`src/rtl/dcg_pkg.sv`:
```
// Package: encodings shared by the command legality checker.
// Assumes a 4-bit command field and a 4-bit reason field.
package dcg_pkg;

    typedef enum logic [3:0] {
        C_NOP  = 4'd0,
        C_ACT  = 4'd1,
        C_PRE  = 4'd2,
        C_PREA = 4'd3,
        C_WR   = 4'd4,
        C_WRA  = 4'd5,
        C_RD   = 4'd6,
        C_RDA  = 4'd7,
        C_REF  = 4'd8,
        C_SRE  = 4'd9,
        C_SRX  = 4'd10,
        C_PDE  = 4'd11,
        C_PDX  = 4'd12,
        C_MRS  = 4'd13,
        C_EMRS = 4'd14,
        C_RSV  = 4'd15
    } cmd_e;

    typedef enum logic [3:0] {
        V_NONE    = 4'd0,
        V_LOWPWR  = 4'd1,
        V_BADEXIT = 4'd2,
        V_NOTIDLE = 4'd3,
        V_NOOPEN  = 4'd4,
        V_ROWOPEN = 4'd5,
        V_BANKPRE = 4'd6,
        V_RRD     = 4'd7,
        V_CLOSED  = 4'd8,
        V_RCD     = 4'd9,
        V_WRGAP   = 4'd10,
        V_RDGAP   = 4'd11,
        V_WTR     = 4'd12,
        V_RDAWRA  = 4'd13,
        V_RTW     = 4'd14,
        V_BADCODE = 4'd15
    } rsn_e;

    typedef enum logic [1:0] {
        M_NORM = 2'd0,
        M_PD   = 2'd1,
        M_SR   = 2'd2
    } mode_e;

    typedef enum logic [1:0] {
        D_NONE = 2'd0,
        D_WR   = 2'd1,
        D_RD   = 2'd2
    } dir_e;

endpackage

```
`src/rtl/dcg_bank_slot.sv`:
```
// Module: state of one bank.
// Tracks whether a row is open, the remaining activate-to-column delay, and
// the remaining cycles before the bank may be activated again (precharge,
// including any auto-precharge action folded in).
// Assumes the caller raises at most one hit per cycle, and only for legal
// commands.
module dcg_bank_slot #(
    parameter int TW = 4,
    parameter int CW = 6
) (
    input  logic          clk,
    input  logic          rst_n,
    input  logic          act_hit,
    input  logic          pre_hit,
    input  logic          auto_hit,
    input  logic [TW-1:0] t_rcd,
    input  logic [TW-1:0] t_rp,
    input  logic [CW-1:0] auto_len,
    output logic          open_o,
    output logic          rcd_busy_o,
    output logic          pre_busy_o
);
    logic          open_q;
    logic [TW-1:0] rcd_q;
    logic [CW-1:0] cls_q;
    logic [TW-1:0] rcd_load;
    logic [CW-1:0] rp_load;

    // Timer load values: parameter minus one, saturating at zero.
    always_comb begin
        rcd_load = (t_rcd == '0) ? '0 : t_rcd - 1'b1;
        rp_load  = (t_rp == '0) ? '0 : CW'(t_rp) - 1'b1;
    end

    // Update the open flag and the two bank timers.
    always_ff @(posedge clk) begin
        if (!rst_n) begin
            open_q <= 1'b0;
            rcd_q  <= '0;
            cls_q  <= '0;
        end else begin
            rcd_q <= (rcd_q == '0) ? '0 : rcd_q - 1'b1;
            cls_q <= (cls_q == '0) ? '0 : cls_q - 1'b1;
            if (act_hit) begin
                open_q <= 1'b1;
                rcd_q  <= rcd_load;
            end else if (pre_hit && open_q) begin
                open_q <= 1'b0;
                cls_q  <= rp_load;
            end else if (auto_hit) begin
                open_q <= 1'b0;
                cls_q  <= auto_len;
            end
        end
    end

    assign open_o     = open_q;
    assign rcd_busy_o = (rcd_q != '0);
    assign pre_busy_o = (cls_q != '0);


    open_after_precharge_chk: assert property (@(posedge clk) disable iff (!rst_n)
        $rose(open_q) |-> ($past(cls_q) == '0));

endmodule

```
`src/rtl/dcg_bus_timers.sv`:
```
// Module: device-wide timers shared by all banks.
// Holds the activate spacing, the write-to-read and read-to-write windows,
// the auto-precharge write window, and the direction of the previous cycle's
// legal column command.
// Assumes the go strobes are raised only for legal commands.
module dcg_bus_timers
    import dcg_pkg::*;
#(
    parameter int TW = 4,
    parameter int CW = 6
) (
    input  logic          clk,
    input  logic          rst_n,
    input  logic          act_go,
    input  logic          wr_go,
    input  logic          wra_go,
    input  logic          rd_go,
    input  logic [TW-1:0] t_rrd,
    input  logic [TW-1:0] t_wtr,
    input  logic [TW-1:0] t_rtw,
    input  logic [TW-1:0] t_wr,
    input  logic [TW-1:0] wl,
    input  logic          bl8,
    output logic          rrd_busy,
    output logic          wtr_busy,
    output logic          wra_busy,
    output logic          rtw_busy,
    output dir_e          prev_dir
);
    logic [TW-1:0] rrd_q, rtw_q;
    logic [CW-1:0] wtr_q, wra_q;
    dir_e          prev_q;
    logic [CW-1:0] half, wtr_len, wra_len;

    // Window lengths minus one, measured from the column command.
    always_comb begin
        half    = bl8 ? CW'(4) : CW'(2);
        wtr_len = CW'(wl) + half + CW'(t_wtr) - 1'b1;
        wra_len = CW'(wl) + half + CW'(t_wr) - 1'b1;
    end

    // Load the timers on legal commands, otherwise count down to zero.
    always_ff @(posedge clk) begin
        if (!rst_n) begin
            rrd_q  <= '0;
            rtw_q  <= '0;
            wtr_q  <= '0;
            wra_q  <= '0;
            prev_q <= D_NONE;
        end else begin
            if (act_go) rrd_q <= (t_rrd == '0) ? '0 : t_rrd - 1'b1;
            else        rrd_q <= (rrd_q == '0) ? '0 : rrd_q - 1'b1;
            if (rd_go)  rtw_q <= (t_rtw == '0) ? '0 : t_rtw - 1'b1;
            else        rtw_q <= (rtw_q == '0) ? '0 : rtw_q - 1'b1;
            if (wr_go)  wtr_q <= wtr_len;
            else        wtr_q <= (wtr_q == '0) ? '0 : wtr_q - 1'b1;
            if (wra_go) wra_q <= wra_len;
            else        wra_q <= (wra_q == '0) ? '0 : wra_q - 1'b1;
            prev_q <= wr_go ? D_WR : (rd_go ? D_RD : D_NONE);
        end
    end

    assign rrd_busy = (rrd_q != '0);
    assign rtw_busy = (rtw_q != '0);
    assign wtr_busy = (wtr_q != '0);
    assign wra_busy = (wra_q != '0);
    assign prev_dir = prev_q;


    wtr_window_opens_chk: assert property (@(posedge clk) disable iff (!rst_n)
        wr_go |=> wtr_busy);


    wra_window_source_chk: assert property (@(posedge clk) disable iff (!rst_n)
        $rose(wra_busy) |-> $past(wra_go));

endmodule

```
`src/rtl/dcg_rules.sv`:
```
// Module: combinational legality decision.
// Maps the current command, its bank, the device mode and the tracked
// timers to a reason code; V_NONE means the command is legal.
// Assumes all state inputs are registered elsewhere.
module dcg_rules
    import dcg_pkg::*;
#(
    parameter int NB     = 8,
    parameter int BANK_W = 3
) (
    input  cmd_e              cmd,
    input  logic [BANK_W-1:0] bank,
    input  mode_e             mode,
    input  logic [NB-1:0]     open_vec,
    input  logic [NB-1:0]     rcd_vec,
    input  logic [NB-1:0]     pre_vec,
    input  logic              rrd_busy,
    input  logic              wtr_busy,
    input  logic              wra_busy,
    input  logic              rtw_busy,
    input  dir_e              prev_dir,
    output rsn_e              rsn
);
    logic sel_open, sel_rcd, sel_pre, any_open, all_quiet;

    // Status of the addressed bank and of the device as a whole.
    always_comb begin
        sel_open  = open_vec[bank];
        sel_rcd   = rcd_vec[bank];
        sel_pre   = pre_vec[bank];
        any_open  = |open_vec;
        all_quiet = !any_open && !(|pre_vec);
    end

    // Reason selection in priority order.
    always_comb begin
        rsn = V_NONE;
        if (cmd == C_RSV) begin
            rsn = V_BADCODE;
        end else if (mode != M_NORM) begin
            if (!(cmd == C_NOP ||
                  (mode == M_PD && cmd == C_PDX) ||
                  (mode == M_SR && cmd == C_SRX)))
                rsn = V_LOWPWR;
        end else begin
            case (cmd)
                C_PDX, C_SRX:
                    rsn = V_BADEXIT;
                C_REF, C_SRE, C_PDE, C_MRS, C_EMRS:
                    if (!all_quiet) rsn = V_NOTIDLE;
                C_PRE, C_PREA:
                    if (!any_open) rsn = V_NOOPEN;
                C_ACT: begin
                    if (sel_open)     rsn = V_ROWOPEN;
                    else if (sel_pre) rsn = V_BANKPRE;
                    else if (rrd_busy) rsn = V_RRD;
                end
                C_WR, C_WRA: begin
                    if (!sel_open)              rsn = V_CLOSED;
                    else if (sel_rcd)           rsn = V_RCD;
                    else if (prev_dir == D_WR)  rsn = V_WRGAP;
                    else if (rtw_busy)          rsn = V_RTW;
                end
                C_RD: begin
                    if (!sel_open)              rsn = V_CLOSED;
                    else if (sel_rcd)           rsn = V_RCD;
                    else if (prev_dir == D_RD)  rsn = V_RDGAP;
                    else if (wtr_busy)          rsn = V_WTR;
                end
                C_RDA: begin
                    if (!sel_open)              rsn = V_CLOSED;
                    else if (sel_rcd)           rsn = V_RCD;
                    else if (prev_dir == D_RD)  rsn = V_RDGAP;
                    else if (wra_busy)          rsn = V_RDAWRA;
                    else if (wtr_busy)          rsn = V_WTR;
                end
                default: rsn = V_NONE;
            endcase
        end
    end

endmodule

```
`src/rtl/dram_cmd_guard.sv`:
```
// Module: top of the multibank DRAM command legality checker.
// Samples one command per clock, judges it against the tracked bank and
// device state, and reports the verdict registered one cycle later.
// Legal commands update the state; illegal commands are discarded.
// Assumes the timing inputs are static and within 1..15.
module dram_cmd_guard
    import dcg_pkg::*;
#(
    parameter int BANK_W = 3,
    parameter int TW     = 4,
    parameter int CW     = 6
) (
    input  logic              clk,
    input  logic              rst_n,
    input  logic [3:0]        cmd_i,
    input  logic [BANK_W-1:0] bank_i,
    input  logic [TW-1:0]     t_rcd_i,
    input  logic [TW-1:0]     t_rrd_i,
    input  logic [TW-1:0]     t_wr_i,
    input  logic [TW-1:0]     t_wtr_i,
    input  logic [TW-1:0]     t_rtw_i,
    input  logic [TW-1:0]     t_rp_i,
    input  logic [TW-1:0]     wl_i,
    input  logic [TW-1:0]     rl_i,
    input  logic              bl8_i,
    output logic              viol_o,
    output logic [3:0]        reason_o
);
    localparam int NB = 2 ** BANK_W;

    cmd_e          cmd;
    rsn_e          rsn;
    mode_e         mode_q;
    logic          legal;
    logic          act_go, wr_go, wra_go, rd_go, rda_go;
    logic [NB-1:0] open_vec, rcd_vec, pre_vec;
    logic          rrd_busy, wtr_busy, wra_busy, rtw_busy;
    dir_e          prev_dir;
    logic [CW-1:0] half, auto_len;
    logic          viol_q;
    rsn_e          rsn_q;

    // Decode the command and qualify the action strobes with legality.
    always_comb begin
        cmd    = cmd_e'(cmd_i);
        legal  = (rsn == V_NONE);
        act_go = legal && (cmd == C_ACT);
        wra_go = legal && (cmd == C_WRA);
        wr_go  = legal && (cmd == C_WR || cmd == C_WRA);
        rda_go = legal && (cmd == C_RDA);
        rd_go  = legal && (cmd == C_RD || cmd == C_RDA);
    end

    // Close-to-reopen span for auto-precharge, minus one.
    always_comb begin
        half = bl8_i ? CW'(4) : CW'(2);
        if (cmd == C_WRA)
            auto_len = CW'(wl_i) + half + CW'(t_wr_i) + CW'(t_rp_i) - 1'b1;
        else
            auto_len = CW'(rl_i) + half + CW'(t_rp_i) - 1'b1;
    end

    for (genvar gi = 0; gi < NB; gi++) begin : g_bank
        logic hit_here, act_hit, pre_hit, auto_hit;

        // Route legal commands to the bank they address.
        always_comb begin
            hit_here = (bank_i == BANK_W'(gi));
            act_hit  = act_go && hit_here;
            pre_hit  = legal && ((cmd == C_PRE && hit_here) || cmd == C_PREA);
            auto_hit = (wra_go || rda_go) && hit_here;
        end

        dcg_bank_slot #(.TW(TW), .CW(CW)) i_slot (
            .clk        (clk),
            .rst_n      (rst_n),
            .act_hit    (act_hit),
            .pre_hit    (pre_hit),
            .auto_hit   (auto_hit),
            .t_rcd      (t_rcd_i),
            .t_rp       (t_rp_i),
            .auto_len   (auto_len),
            .open_o     (open_vec[gi]),
            .rcd_busy_o (rcd_vec[gi]),
            .pre_busy_o (pre_vec[gi])
        );
    end

    dcg_bus_timers #(.TW(TW), .CW(CW)) i_timers (
        .clk      (clk),
        .rst_n    (rst_n),
        .act_go   (act_go),
        .wr_go    (wr_go),
        .wra_go   (wra_go),
        .rd_go    (rd_go),
        .t_rrd    (t_rrd_i),
        .t_wtr    (t_wtr_i),
        .t_rtw    (t_rtw_i),
        .t_wr     (t_wr_i),
        .wl       (wl_i),
        .bl8      (bl8_i),
        .rrd_busy (rrd_busy),
        .wtr_busy (wtr_busy),
        .wra_busy (wra_busy),
        .rtw_busy (rtw_busy),
        .prev_dir (prev_dir)
    );

    dcg_rules #(.NB(NB), .BANK_W(BANK_W)) i_rules (
        .cmd      (cmd),
        .bank     (bank_i),
        .mode     (mode_q),
        .open_vec (open_vec),
        .rcd_vec  (rcd_vec),
        .pre_vec  (pre_vec),
        .rrd_busy (rrd_busy),
        .wtr_busy (wtr_busy),
        .wra_busy (wra_busy),
        .rtw_busy (rtw_busy),
        .prev_dir (prev_dir),
        .rsn      (rsn)
    );

    // Device mode: enter and leave the low-power states on legal commands.
    always_ff @(posedge clk) begin
        if (!rst_n) begin
            mode_q <= M_NORM;
        end else if (legal) begin
            case (cmd)
                C_PDE:        mode_q <= M_PD;
                C_SRE:        mode_q <= M_SR;
                C_PDX, C_SRX: mode_q <= M_NORM;
                default:      mode_q <= mode_q;
            endcase
        end
    end

    // Register the verdict as a one-cycle pulse.
    always_ff @(posedge clk) begin
        if (!rst_n) begin
            viol_q <= 1'b0;
            rsn_q  <= V_NONE;
        end else begin
            viol_q <= !legal;
            rsn_q  <= rsn;
        end
    end

    assign viol_o   = viol_q;
    assign reason_o = rsn_q;


    illegal_keeps_banks_chk: assert property (@(posedge clk) disable iff (!rst_n)
        !legal |=> $stable(open_vec));


    illegal_keeps_mode_chk: assert property (@(posedge clk) disable iff (!rst_n)
        !legal |=> $stable(mode_q));


    powerdown_hold_chk: assert property (@(posedge clk) disable iff (!rst_n)
        (mode_q == M_PD && cmd != C_PDX) |=> (mode_q == M_PD));

endmodule

```
`config.mk`:
```
export PLATFORM = sky130hd
export DESIGN_NAME = dram_cmd_guard
export DESIGN_NICKNAME = d
export VERILOG_FILES = /design/src/rtl/dcg_pkg.sv /design/src/rtl/dcg_bank_slot.sv /design/src/rtl/dcg_bus_timers.sv /design/src/rtl/dcg_rules.sv /design/src/rtl/dram_cmd_guard.sv
export SDC_FILE = /design/constraint.sdc
export NUM_CORES = 1
export LEC_CHECK = 0
export ABC_AREA = 1
export BUFFER_PORTS_ARGS = -buffer_cell sky130_fd_sc_hd__buf_2
export CORE_ASPECT_RATIO = 1.2
export CORE_MARGIN = 2
export CORE_UTILIZATION = 40
export DETAILED_ROUTE_END_ITERATION = 6
export GPL_ROUTABILITY_DRIVEN = 0
export RECOVER_POWER = 100
export SYNTH_ARGS = -nofsm -noshare
export SYNTH_HDL_FRONTEND = slang
export SYNTH_SLANG_ARGS = --single-unit
```
`constraint.sdc`:
```
create_clock -name clk -period 3.72 [get_ports clk]
set_input_delay 0.186 -clock clk [delete_from_list [all_inputs] [get_ports clk]]
set_output_delay 0.186 -clock clk [all_outputs]
set_load 0.01 [all_outputs]
```
## Word level (Yosys, flattened, before mapping)

Cells that the tools add are included.
W data, S select, Z words.

| storage, ports and cells | value |
|---|---|
| register bits after elaboration | 117 |
| bits of input ports | 42 |
| output and inout bits | 5 |

| cells by class | value |
|---|---|
| add/sub/neg operators | 34 |
| order comparisons | 1 |
| equality and inequality tests | 26 |
| multiplexer cells | 116 |
| bitwise logic cells | 1 |
| reductions and logical operators | 129 |

Operators with widths:

| cell | number |
|---|---|
| $mux W6 | 38 |
| $mux W4 | 39 |
| $sub A6 B1 Y6 const B | 14 |
| $logic_not A4 Y1 | 16 |
| $logic_not A6 Y1 | 10 |
| $reduce_bool A6 Y1 | 10 |
| $sub A4 B1 Y4 const B | 13 |
| $logic_and A1 B1 Y1 | 48 |
| $reduce_bool A4 Y1 | 10 |
| $eq A4 B4 Y1 const B | 8 |
| $mux W1 | 29 |
| $pmux W4 S7 | 1 |
| $reduce_bool A3 Y1 | 9 |
| $add A6 B4 Y6 | 4 |
| $eq A4 B3 Y1 const B | 4 |
| $reduce_or A8 Y1 | 2 |
| $logic_or A1 B1 Y1 | 13 |
| $add A4 B6 Y6 | 2 |
| $eq A3 B3 Y1 const B | 4 |
| $bmux W1 S3 | 3 |
| $mux W3 | 3 |
| $eq A4 B2 Y1 const B | 2 |
| $reduce_or A2 Y1 | 4 |
| $eq A3 B2 Y1 const B | 2 |
| other kinds (14) | 19 |

## Logic depth before layout (Yosys ltp)

Gate-level depths: netlist of run 1.

| depth | value |
|---|---|
| depth after elaboration | 16 |
| depth in mapped cells | 23 |
| mapped depth without buffers | 22 |

## Hierarchy

A second synthesis of run 1 with hierarchy kept.

| second synthesis, totals | value |
|---|---|
| cells, all modules | 1676 |
| area total of the unflattened synthesis | 10199.8 sq um |

By module, submodules not included:

| module | instances | cells each | area each (sq um) |
|---|---|---|---|
| dcg_bank_slot | 8 | 136 | 822.0 |
| dcg_bus_timers | 1 | 241 | 1641.6 |
| dram_cmd_guard | 1 | 191 | 1244.9 |
| dcg_rules | 1 | 156 | 737.0 |

## Least setup slack after synthesis of run 1

OpenSTA, ideal clock, no wires.

| timing path | value |
|---|---|
| path type | input to register |
| start | in bl8_i |
| end | reg g_bank[1].i_slot.cls_q[4] |
| arrival time | 3139 ps |
| setup slack | 511 ps |
| cell stages on the path | 17 |
| path buffers | 0 |
| path through | inv_1 ha_1 fa_1 xnor2_1 inv_1 ha_1 inv_1 or2_2 nand2_1 ha_1 inv_1 ha_1 a21oi_1 nand2_1 a22oi_1 o21ai_0 a21oi_1 |

| between the ends | value |
|---|---|
| longest elaborated chain between the ends | 9 |
| elaborated cells between the ends (all ways) | 12 |

Ends and longest elaborated chain:

| what | line | source |
|---|---|---|
| start: declaration | dram_cmd_guard.sv:25 | `input logic bl8_i,` |
| $mux W3 * | dram_cmd_guard.sv:56 | `half = bl8_i ? CW'(4) : CW'(2);` |
| $add A4 B6 Y6 | -- |  |
| $add A6 B4 Y6 | -- |  |
| $add A6 B4 Y6 | dram_cmd_guard.sv:58 | `auto_len = CW'(wl_i) + half + CW'(t_wr_i) + CW'(t_rp_i) - 1'b1;` |
| $sub A6 B1 Y6 | dram_cmd_guard.sv:58 |  |
| $mux W6 * | dram_cmd_guard.sv:57 | `if (cmd == C_WRA)` |
| $mux W6 * | dcg_bank_slot.sv:50 | `end else if (auto_hit) begin` |
| $mux W6 * | dcg_bank_slot.sv:47 | `end else if (pre_hit && open_q) begin` |
| $mux W6 * | dcg_bank_slot.sv:44 | `if (act_hit) begin` |
| end signal: assignment | dcg_bank_slot.sv:43 | `cls_q <= (cls_q == '0) ? '0 : cls_q - 1'b1;` |
| end signal: assignment | dcg_bank_slot.sv:49 | `cls_q <= rp_load;` |
| end signal: assignment | dcg_bank_slot.sv:52 | `cls_q <= auto_len;` |
| end: declaration | dcg_bank_slot.sv:25 | `logic [CW-1:0] cls_q;` |

Mark *: on every way between the ends. The rest lies on a longest branch, timed or not.
A chain may end at the register's enable or synchronous reset.

## Worst setup path in the final report of run 1

| timing path | value |
|---|---|
| start | reg g_bank[0].i_slot.cls_q[0] |
| end | reg g_bank[5].i_slot.rcd_q[3] |

| between the ends | value |
|---|---|
| longest elaborated chain between the ends | 12 |
| elaborated cells between the ends (all ways) | 16 |

Ends and longest elaborated chain:

| what | line | source |
|---|---|---|
| start: declaration | dcg_bank_slot.sv:25 |  |
| start signal: assignment | dcg_bank_slot.sv:43 |  |
| start signal: assignment | dcg_bank_slot.sv:49 |  |
| start signal: assignment | dcg_bank_slot.sv:52 |  |
| $reduce_bool A6 Y1 * | dcg_bank_slot.sv:59 | `assign pre_busy_o = (cls_q != '0);` |
| $bmux W1 S3 / $reduce_or A8 Y1 (equally long branches) | dcg_rules.sv:30, dcg_rules.sv:32 |  |
| $mux W1 (not written as such) / $logic_not A1 Y1 (equally long branches) | dcg_rules.sv:30, dcg_rules.sv:32 |  |
| $mux W4 / $logic_and A1 B1 Y1 (equally long branches) | dcg_rules.sv:55, dcg_rules.sv:32 |  |
| $mux W4 / $mux W2 (equally long branches) | dcg_rules.sv:54, dcg_rules.sv:50 |  |
| $pmux W4 S7 * | dcg_rules.sv:46 | `case (cmd)` |
| $mux W4 * | dcg_rules.sv:40 | `end else if (mode != M_NORM) begin` |
| $mux W4 * | dcg_rules.sv:38 | `if (cmd == C_RSV) begin` |
| $logic_not A4 Y1 * | dram_cmd_guard.sv:46 | `legal = (rsn == V_NONE);` |
| $logic_and A1 B1 Y1 * | dram_cmd_guard.sv:47 | `act_go = legal && (cmd == C_ACT);` |
| $logic_and A1 B1 Y1 * | dram_cmd_guard.sv:69 | `act_hit = act_go && hit_here;` |
| $mux W4 * | dcg_bank_slot.sv:44 |  |
| end signal: assignment | dcg_bank_slot.sv:42 | `rcd_q <= (rcd_q == '0) ? '0 : rcd_q - 1'b1;` |
| end signal: assignment | dcg_bank_slot.sv:46 | `rcd_q <= rcd_load;` |
| end: declaration | dcg_bank_slot.sv:24 | `logic [TW-1:0] rcd_q;` |

Mark *: on every way between the ends. The rest lies on a longest branch, timed or not. The select of a mux whose other input is x is not followed.

==> results of run 1 <==
[metrics by stage]
| step | util | instance area [sq um] | setup TNS (ps) | setup slack, ps |
|---|---|---|---|---|
| floorplan | - | 8540 | 0 | 511 |
| global placement | 0.429 | 9010 | -1650 | -226 |
| detailed placement | 0.429 | 9010 | -1890 | -255 |
| CTS | 0.458 | 9620 | 0 | 178 |
| global route | 0.458 | 9610 | -2.82 | -2.82 |
| finish | 0.458 | 9610 | 0 | 373 |
[path summary, 6_finish.rpt]
path,from,end,slack [ps],depth (start not counted)
min reg2reg,i_timers.wtr_q[0],i_timers.wtr_q[0],450,1
min,t_rrd_i[3],i_timers.rrd_q[3],40,3
max reg2reg,g_bank[0].i_slot.cls_q[0],g_bank[5].i_slot.rcd_q[3],370,17
max,g_bank[0].i_slot.cls_q[0],g_bank[5].i_slot.rcd_q[3],370,17
[area by class of cell]
class                           instances  area, sq um  share of cell area
Clock inverter                         13          156              0.0163
Tap cell                              270          338              0.0351
Sequential cell                       117         2340               0.244
Antenna cell                            1         2.50            0.000260
Inverter                              223          837              0.0871
Clock buffer                           19          453              0.0471
Timing Repair Buffer                   64          364              0.0379
Multi-Input combinational cell        983         5120               0.533
[flip-flops by register name, summed over array words and instances (netlist names), 4 cells and up]
signal / flops
reason_o: 4
i_timers.rtw_q: 4
i_timers.wtr_q: 6
g_bank.i_slot.rcd_q: 32
i_timers.rrd_q: 4
i_timers.wra_q: 6
g_bank.i_slot.cls_q: 48
g_bank.i_slot.open_o: 8
[cell families (layout without fill, tap and decap cells)]
group / Yosys count / count (layout)
AND/OR/NAND/NOR: 624 / 624
AO/OA/AOI/OAI: 289 / 289
buffers and inverters: 266 / 319
flip-flops: 117 / 117
adder cells (fa/ha/maj): 49 / 49
XOR/XNOR: 21 / 21
other: 0 / 1
[routing by layer]
metal | track usage | part of all wire
met1 | 0.264 | 0.45
met2 | 0.370 | 0.49
met3 | 0.0340 | 0.037
met4 | 0.0754 | 0.026
met5 | 0 | 0
[worst max-delay path, delay by kind of cell, from the launching register on]
family	cells	cell delay, ps
AOI/OAI and AO/OA	4	760
DFF	1	300
buffers and inverters	2	140
and+or+nand+nor	10	1820
adders and majority gates	1	180
[cells in the final DEF, fill, tap and decap left out, types with 3 or more instances in the layout]
cell / synthesis / routed
sky130_fd_sc_hd__nand3_1: 115 / 112
sky130_fd_sc_hd__clkbuf_16: 0 / 17
sky130_fd_sc_hd__nor2_1: 157 / 157
sky130_fd_sc_hd__clkbuf_1: 20 / 7
sky130_fd_sc_hd__a31oi_1: 5 / 5
sky130_fd_sc_hd__o21a_1: 3 / 3
sky130_fd_sc_hd__fa_1: 7 / 7
sky130_fd_sc_hd__a21oi_1: 130 / 130
sky130_fd_sc_hd__clkinv_2: 0 / 5
sky130_fd_sc_hd__nor2_2: 12 / 12
sky130_fd_sc_hd__buf_2: 11 / 41
sky130_fd_sc_hd__nor3_1: 14 / 14
sky130_fd_sc_hd__nand3_2: 5 / 8
sky130_fd_sc_hd__nand2_1: 271 / 273
sky130_fd_sc_hd__ha_1: 42 / 42
sky130_fd_sc_hd__nand4_1: 13 / 13
sky130_fd_sc_hd__nand2_2: 10 / 9
sky130_fd_sc_hd__dfxtp_1: 117 / 117
sky130_fd_sc_hd__clkinv_1: 2 / 4
sky130_fd_sc_hd__xnor2_1: 4 / 4
sky130_fd_sc_hd__xor2_1: 17 / 17
sky130_fd_sc_hd__o21ai_0: 100 / 118
sky130_fd_sc_hd__inv_2: 10 / 7
sky130_fd_sc_hd__or2_2: 19 / 19
sky130_fd_sc_hd__o2111a_1: 6 / 6
sky130_fd_sc_hd__o22ai_1: 3 / 3
sky130_fd_sc_hd__inv_1: 211 / 212
sky130_fd_sc_hd__o31ai_1: 3 / 3
sky130_fd_sc_hd__buf_4: 4 / 14
sky130_fd_sc_hd__o21ai_1: 25 / 7
sky130_fd_sc_hd__bufinv_16: 0 / 3
sky130_fd_sc_hd__clkinv_4: 0 / 3
sky130_fd_sc_hd__a211oi_1: 6 / 6
[power by group through the flow]
stage	sequential, W	combinational (W)	clock [W]
floorplan	0.00173	0.00228	0
global placement	0.00176	0.00290	0
detailed placement	0.00176	0.00292	0
CTS	0.00174	0.00295	0.00173
global route	0.00177	0.00340	0.00179
finish	0.00174	0.00293	0.00171
==> run metrics, run 1 <==
final wirelength 22900 microns; max-capacitance violation count 0; core outline area between 20000 and 25000 sq um; Hold Fails Final Rpt 0; fraction of post-synthesis cell area in the top cell type by area 0.274; Total Power Consumption 0.00638 W; post-synthesis cell type with the largest combined area sky130_fd_sc_hd__dfxtp_1; critical path launch point type register; worst path required time 4010 ps; antenna violations before repair 0; summed instance area of the synthesized netlist about 8500 sq um; post-synth cell types 41; iteration-0 DRC count of the detailed router 702; chip width approximately 140 microns; worst skew pair latency between 400 and 500 ps; I/O pin cnt 47; power per unit of standard cell area 664 nW/um^2; number of flops mapped to enable cells by yosys 0; share of final-layout standard cells stronger than drive strength 1 0.105; peak ir drop on the vdd network 0.324 mV; arrival time of the worst setup path 3640 ps; Max FO, Critical Path 13; buffers added on ports 46; height of the die 164 microns; crit-path most repeated cell sky130_fd_sc_hd__nand2_1; Lkg Pwr 4.76 nW; cts bufs inserted 17; portion of total power attributed to the clock network 0.268; DR pass1 iterations 5; layout-stage area growth over the synthesis result 12.6%; Overall Global Routing Usage 0.213; CTS H-tree lvls 4; dominant combinational cell family by area after synthesis simple AND/OR/NAND/NOR gates; critical path class reg -> reg; portion of total power attributed to combinational logic 0.460; clock buffer depth 2; Max Clk Rate 299 MHz; placed cell count 1657; period utilisation layout 0.900; placed wire-length estimate around 17000 microns; setup violators final 0; Post-Syn Instances 1366; series of cell instances along the critical path inv_1 > ha_1 > inv_1 > nor2_2 > nand3_1 > nor2_1 > nand3_1 > nand2_1 > o21ai_1 > nor2_1 > nand2_1 > a21oi_1 > nand2_1 > nor2_2 > nand2_1 > o21ai_0 > a21oi_1; std cell rows 58; vias in the first global route just under 8000; Synth Area in XOR/XNOR 0.0215; Net Switching around 0.0026 W; sequential element share of the synthesized area 0.274; Yosys reg bits 117; status completed; most common library cells after synthesis sky130_fd_sc_hd__nand2_1 (271), sky130_fd_sc_hd__inv_1 (211), sky130_fd_sc_hd__nor2_1 (157); delay of the slowest cell on the worst path 380 ps; die area between 20000 and 25000 sq um; count of filler cells inserted in the layout 2238; hold buffers post-CTS 0; slew at the pin closest to its max-slew limit 1160 ps; setup fix buffers added after clock tree synthesis 0; RSZ-0062 raised after global routing yes; synthesis warning total 0; total clock sinks 117; Clock Skews 7.49 ps; count of unresolved DRC violations after routing 0; Max transition margin 0.226; count leader, synth sky130_fd_sc_hd__nand2_1; worst hold slack after final layout around 40 ps; wire length per cell after detailed routing 13.6 microns; share of synthesized area spent on multiplexers 0; critical path capture point type register; syn avg cell area 6.25 sq um; synthesized-area fraction occupied by adder cells 0.0779; internal power 0.00377 W; primary flip-flop cell chosen by synthesis mapping sky130_fd_sc_hd__dfxtp_1; final non-filler cell total 1690; area fraction in and, or, nand and nor cells after synthesis 0.318; clock tree from TritonCTS built; clock slew seen by the registers of the worst setup and hold paths 60 ps; DRT antenna net count 0; async set or reset register ratio after synthesis 0; net total in the final layout 1497; sequential share of power 0.273; top area cells in the synthesized netlist sky130_fd_sc_hd__dfxtp_1 (27%), sky130_fd_sc_hd__nand2_1 (12%), sky130_fd_sc_hd__inv_1 (9.3%); post-cts resize count 0; gr ovfl total 0; cell with the largest stage delay on the worst path sky130_fd_sc_hd__nand2_1; Root Buffer Master sky130_fd_sc_hd__clkbuf_16; pin count of the biggest net entering global routing 79; worst hold path type in -> reg; vias per cell 5.07; number of slew-limit violations in the final report 0; total via count after detailed routing around 8600; number of nets produced by synthesis ~1500; Sw Ratio 0.409; area fraction in compound gates after synthesis 0.181; effective utilization at floorplan 0.407; first-pass GRT wire length 37800 microns; final critical-path required period 3350 ps
(Power assumes the default switching activity.)
==> inputs of run 2 (changes only) <==
HOLD_SLACK_MARGIN = 0.1   (was default)
clock period = 3.85 ns   (was 3.72 ns; I/O delays follow)
==> run 2 against run 1 <==
  * Global-route usage is 0.067 points higher
  * Clock skew hardly changed
  * Via count is 0.43% lower
  * Critical path depth is 2 higher
  * Sequential power is 3% lower
  * Combinational power is 3% lower
  * Critical endpoint is now g_bank[3].i_slot.rcd_q[3]
  * Largest cell class unchanged
==> run metrics, run 2 (synthesis gave the netlist of run 1 again) <==
DR pass1 iterations 5 (unchanged); vias in the first global route 7846 (+0.67%); wire length per cell after detailed routing 13.5 microns (-0.31%); count of unresolved DRC violations after routing 0 (unchanged); Max transition margin 0.205 (-0.0216); Max FO, Critical Path 13 (unchanged); max-capacitance violation count 0 (unchanged); Clock Skews 7.64 ps (+0.153 ps); critical path capture point type register; critical path class reg -> reg; final wirelength 22900 microns (about the same); die area 22500 sq um (unchanged); height of the die 164 microns (unchanged); vias per cell 5.03 (-0.67%); Root Buffer Master sky130_fd_sc_hd__clkbuf_16; layout-stage area growth over the synthesis result 12.8%; leading cell types in the layout, fill and taps excluded sky130_fd_sc_hd__nand2_1 (273), sky130_fd_sc_hd__inv_1 (212), sky130_fd_sc_hd__nor2_1 (157); worst hold path type in -> reg; final critical-path required period 3390 ps (+46.6 ps); clock buffer depth 2 (unchanged); core outline area 21000 sq um (unchanged); Setup WS pre-CTS -138 ps (+117 ps); delay of the slowest cell on the worst path 350 ps (-30 ps); Lkg Pwr 4.76 nW (about the same); ANT cells 0 (-1); Max Clk Rate 295 MHz (-1.4%); cell with the largest stage delay on the worst path sky130_fd_sc_hd__a21oi_1; critical path launch point type register; worst skew pair latency 420 ps (about the same); largest register by flop count g_bank.i_slot.cls_q; net total in the final layout 1502 (+0.33%); slew at the pin closest to its max-slew limit 1190 ps (+31.1 ps); setup violators final 0 (unchanged); antenna violations before repair 0 (unchanged); arrival time of the worst setup path 3690 ps (+50 ps); DRT antenna net count 0 (unchanged); commonest non-fill, non-tap cell in the layout sky130_fd_sc_hd__nand2_1; count of filler cells inserted in the layout 2202 (-1.6%); RSZ-0062 raised after global routing no; Overall Global Routing Usage 0.213 (+0.000669); status completed; pin count of the biggest net entering global routing 49 (-38%); effective utilization at floorplan 0.407 (unchanged); crit-path most repeated cell sky130_fd_sc_hd__nand2_1; power per unit of standard cell area 637 nW/um^2 (-4.0%); Post-Route Setup TNS 0 ps (unchanged); worst path required time 4150 ps (+140 ps); period utilisation layout 0.881 (-0.0183); clock tree from TritonCTS built; CTS H-tree lvls 4 (unchanged); buffers added on ports 46 (unchanged); share of final-layout standard cells stronger than drive strength 1 0.103 (-0.00248); series of cell instances along the critical path inv_1 > ha_1 > inv_1 > nor2_2 > nand3_1 > nor2_1 > nand3_1 > nand2_1 > o21ai_1 > nor2_1 > nand2_1 > a21oi_1 > nand2_1 > nor2_2 > buf_4 > buf_4 > nand2_2 > o21ai_0 > a21oi_1; number of slew-limit violations in the final report 0 (unchanged); slack of the critical path 457 ps (+83.4 ps); I/O pin cnt 47 (unchanged); clock slew seen by the registers of the worst setup and hold paths 60 ps (about the same); cts bufs inserted 17 (unchanged); total clock sinks 117 (unchanged); area of the multi-input gates 5110 sq um (-0.29%); peak ir drop on the vdd network 0.353 mV (+8.9%); number of flip-flops in the largest register 48 (unchanged); total via count after detailed routing 8524 (-0.43%); Hold Fails Final Rpt 0 (unchanged); gr ovfl total 0 (unchanged); iteration-0 DRC count of the detailed router 634 (-9.7%); first-pass GRT wire length 37900 microns (+0.22%); std cell rows 58 (unchanged); area of all sequential standard cells 2340 sq um (unchanged); chip width 137 microns (unchanged); placed wire-length estimate 16800 microns (-0.48%)
## run 2: final timing paths
kind | slack, ps | start | to | cells past startpoint
max | 460 | g_bank[0].i_slot.cls_q[0] | g_bank[3].i_slot.rcd_q[3] | 19
min | 160 | t_rtw_i[2] | i_timers.rtw_q[2] | 5
max reg2reg | 460 | g_bank[0].i_slot.cls_q[0] | g_bank[3].i_slot.rcd_q[3] | 19
min reg2reg | 450 | i_timers.wtr_q[0] | i_timers.wtr_q[0] | 1
## run 2: worst max-delay path: cells and delay by family (launching register included)
kind / cells / cell delay [ps]
buffers and inverters: 4 / 490
DFF: 1 / 300
and+or+nand+nor: 10 / 1620
adders and majority gates: 1 / 180
AOI/OAI and AO/OA: 4 / 690
## run 2: cell type report
| class | count | share of cell area |
|---|---|---|
| Inverter | 223 | 0.0869 |
| Timing Repair Buffer | 69 | 0.0429 |
| Sequential cell | 117 | 0.243 |
| Clock buffer | 20 | 0.0464 |
| Clock inverter | 12 | 0.0158 |
| Tap cell | 270 | 0.0351 |
| Multi-Input combinational cell | 983 | 0.530 |
## run 2: per-layer routing
layer	vias to the layer above	wire, microns	share of wire	global-route usage
met5	-	0	0	0
met4	0	513	0.022	0.0769
met3	34	994	0.043	0.0346
met2	167	11300	0.49	0.374
met1	3824	10100	0.44	0.262
li1	4499	-	-	-
## run 2: power by group
group	switching [W]	internal (W)
combinational	0.00173	0.00110
clock	0.000601	0.00103
sequential	0.000172	0.00151
total	0.00250	0.00364
## run 2: timing repair
| action | 4_1_cts | 5_1_grt |
|---|---|---|
| setup buffers | 0 | 0 |
| endpoints found under the hold margin | 4 | 0 |
| gates resized for setup | 0 | 1 |
| endpoints found under the setup margin | 0 | 8 |
| hold buffers | 4 | 0 |
## run 2: stage by stage
step / std cells / power, W / cell area (sq um) / utilization / hold slack, ps
after global routing: 1694 / 0.00670 / 9640 / 0.459 / 206
after global placement: 1658 / 0.00451 / 9010 / 0.430 / 441
after detailed placement: 1658 / 0.00452 / 9010 / 0.430 / 443
after CTS: 1694 / 0.00618 / 9650 / 0.460 / 156
final: 1694 / 0.00614 / 9640 / 0.459 / 161
after floorplan: 1366 / 0.00387 / 8540 / - / 352
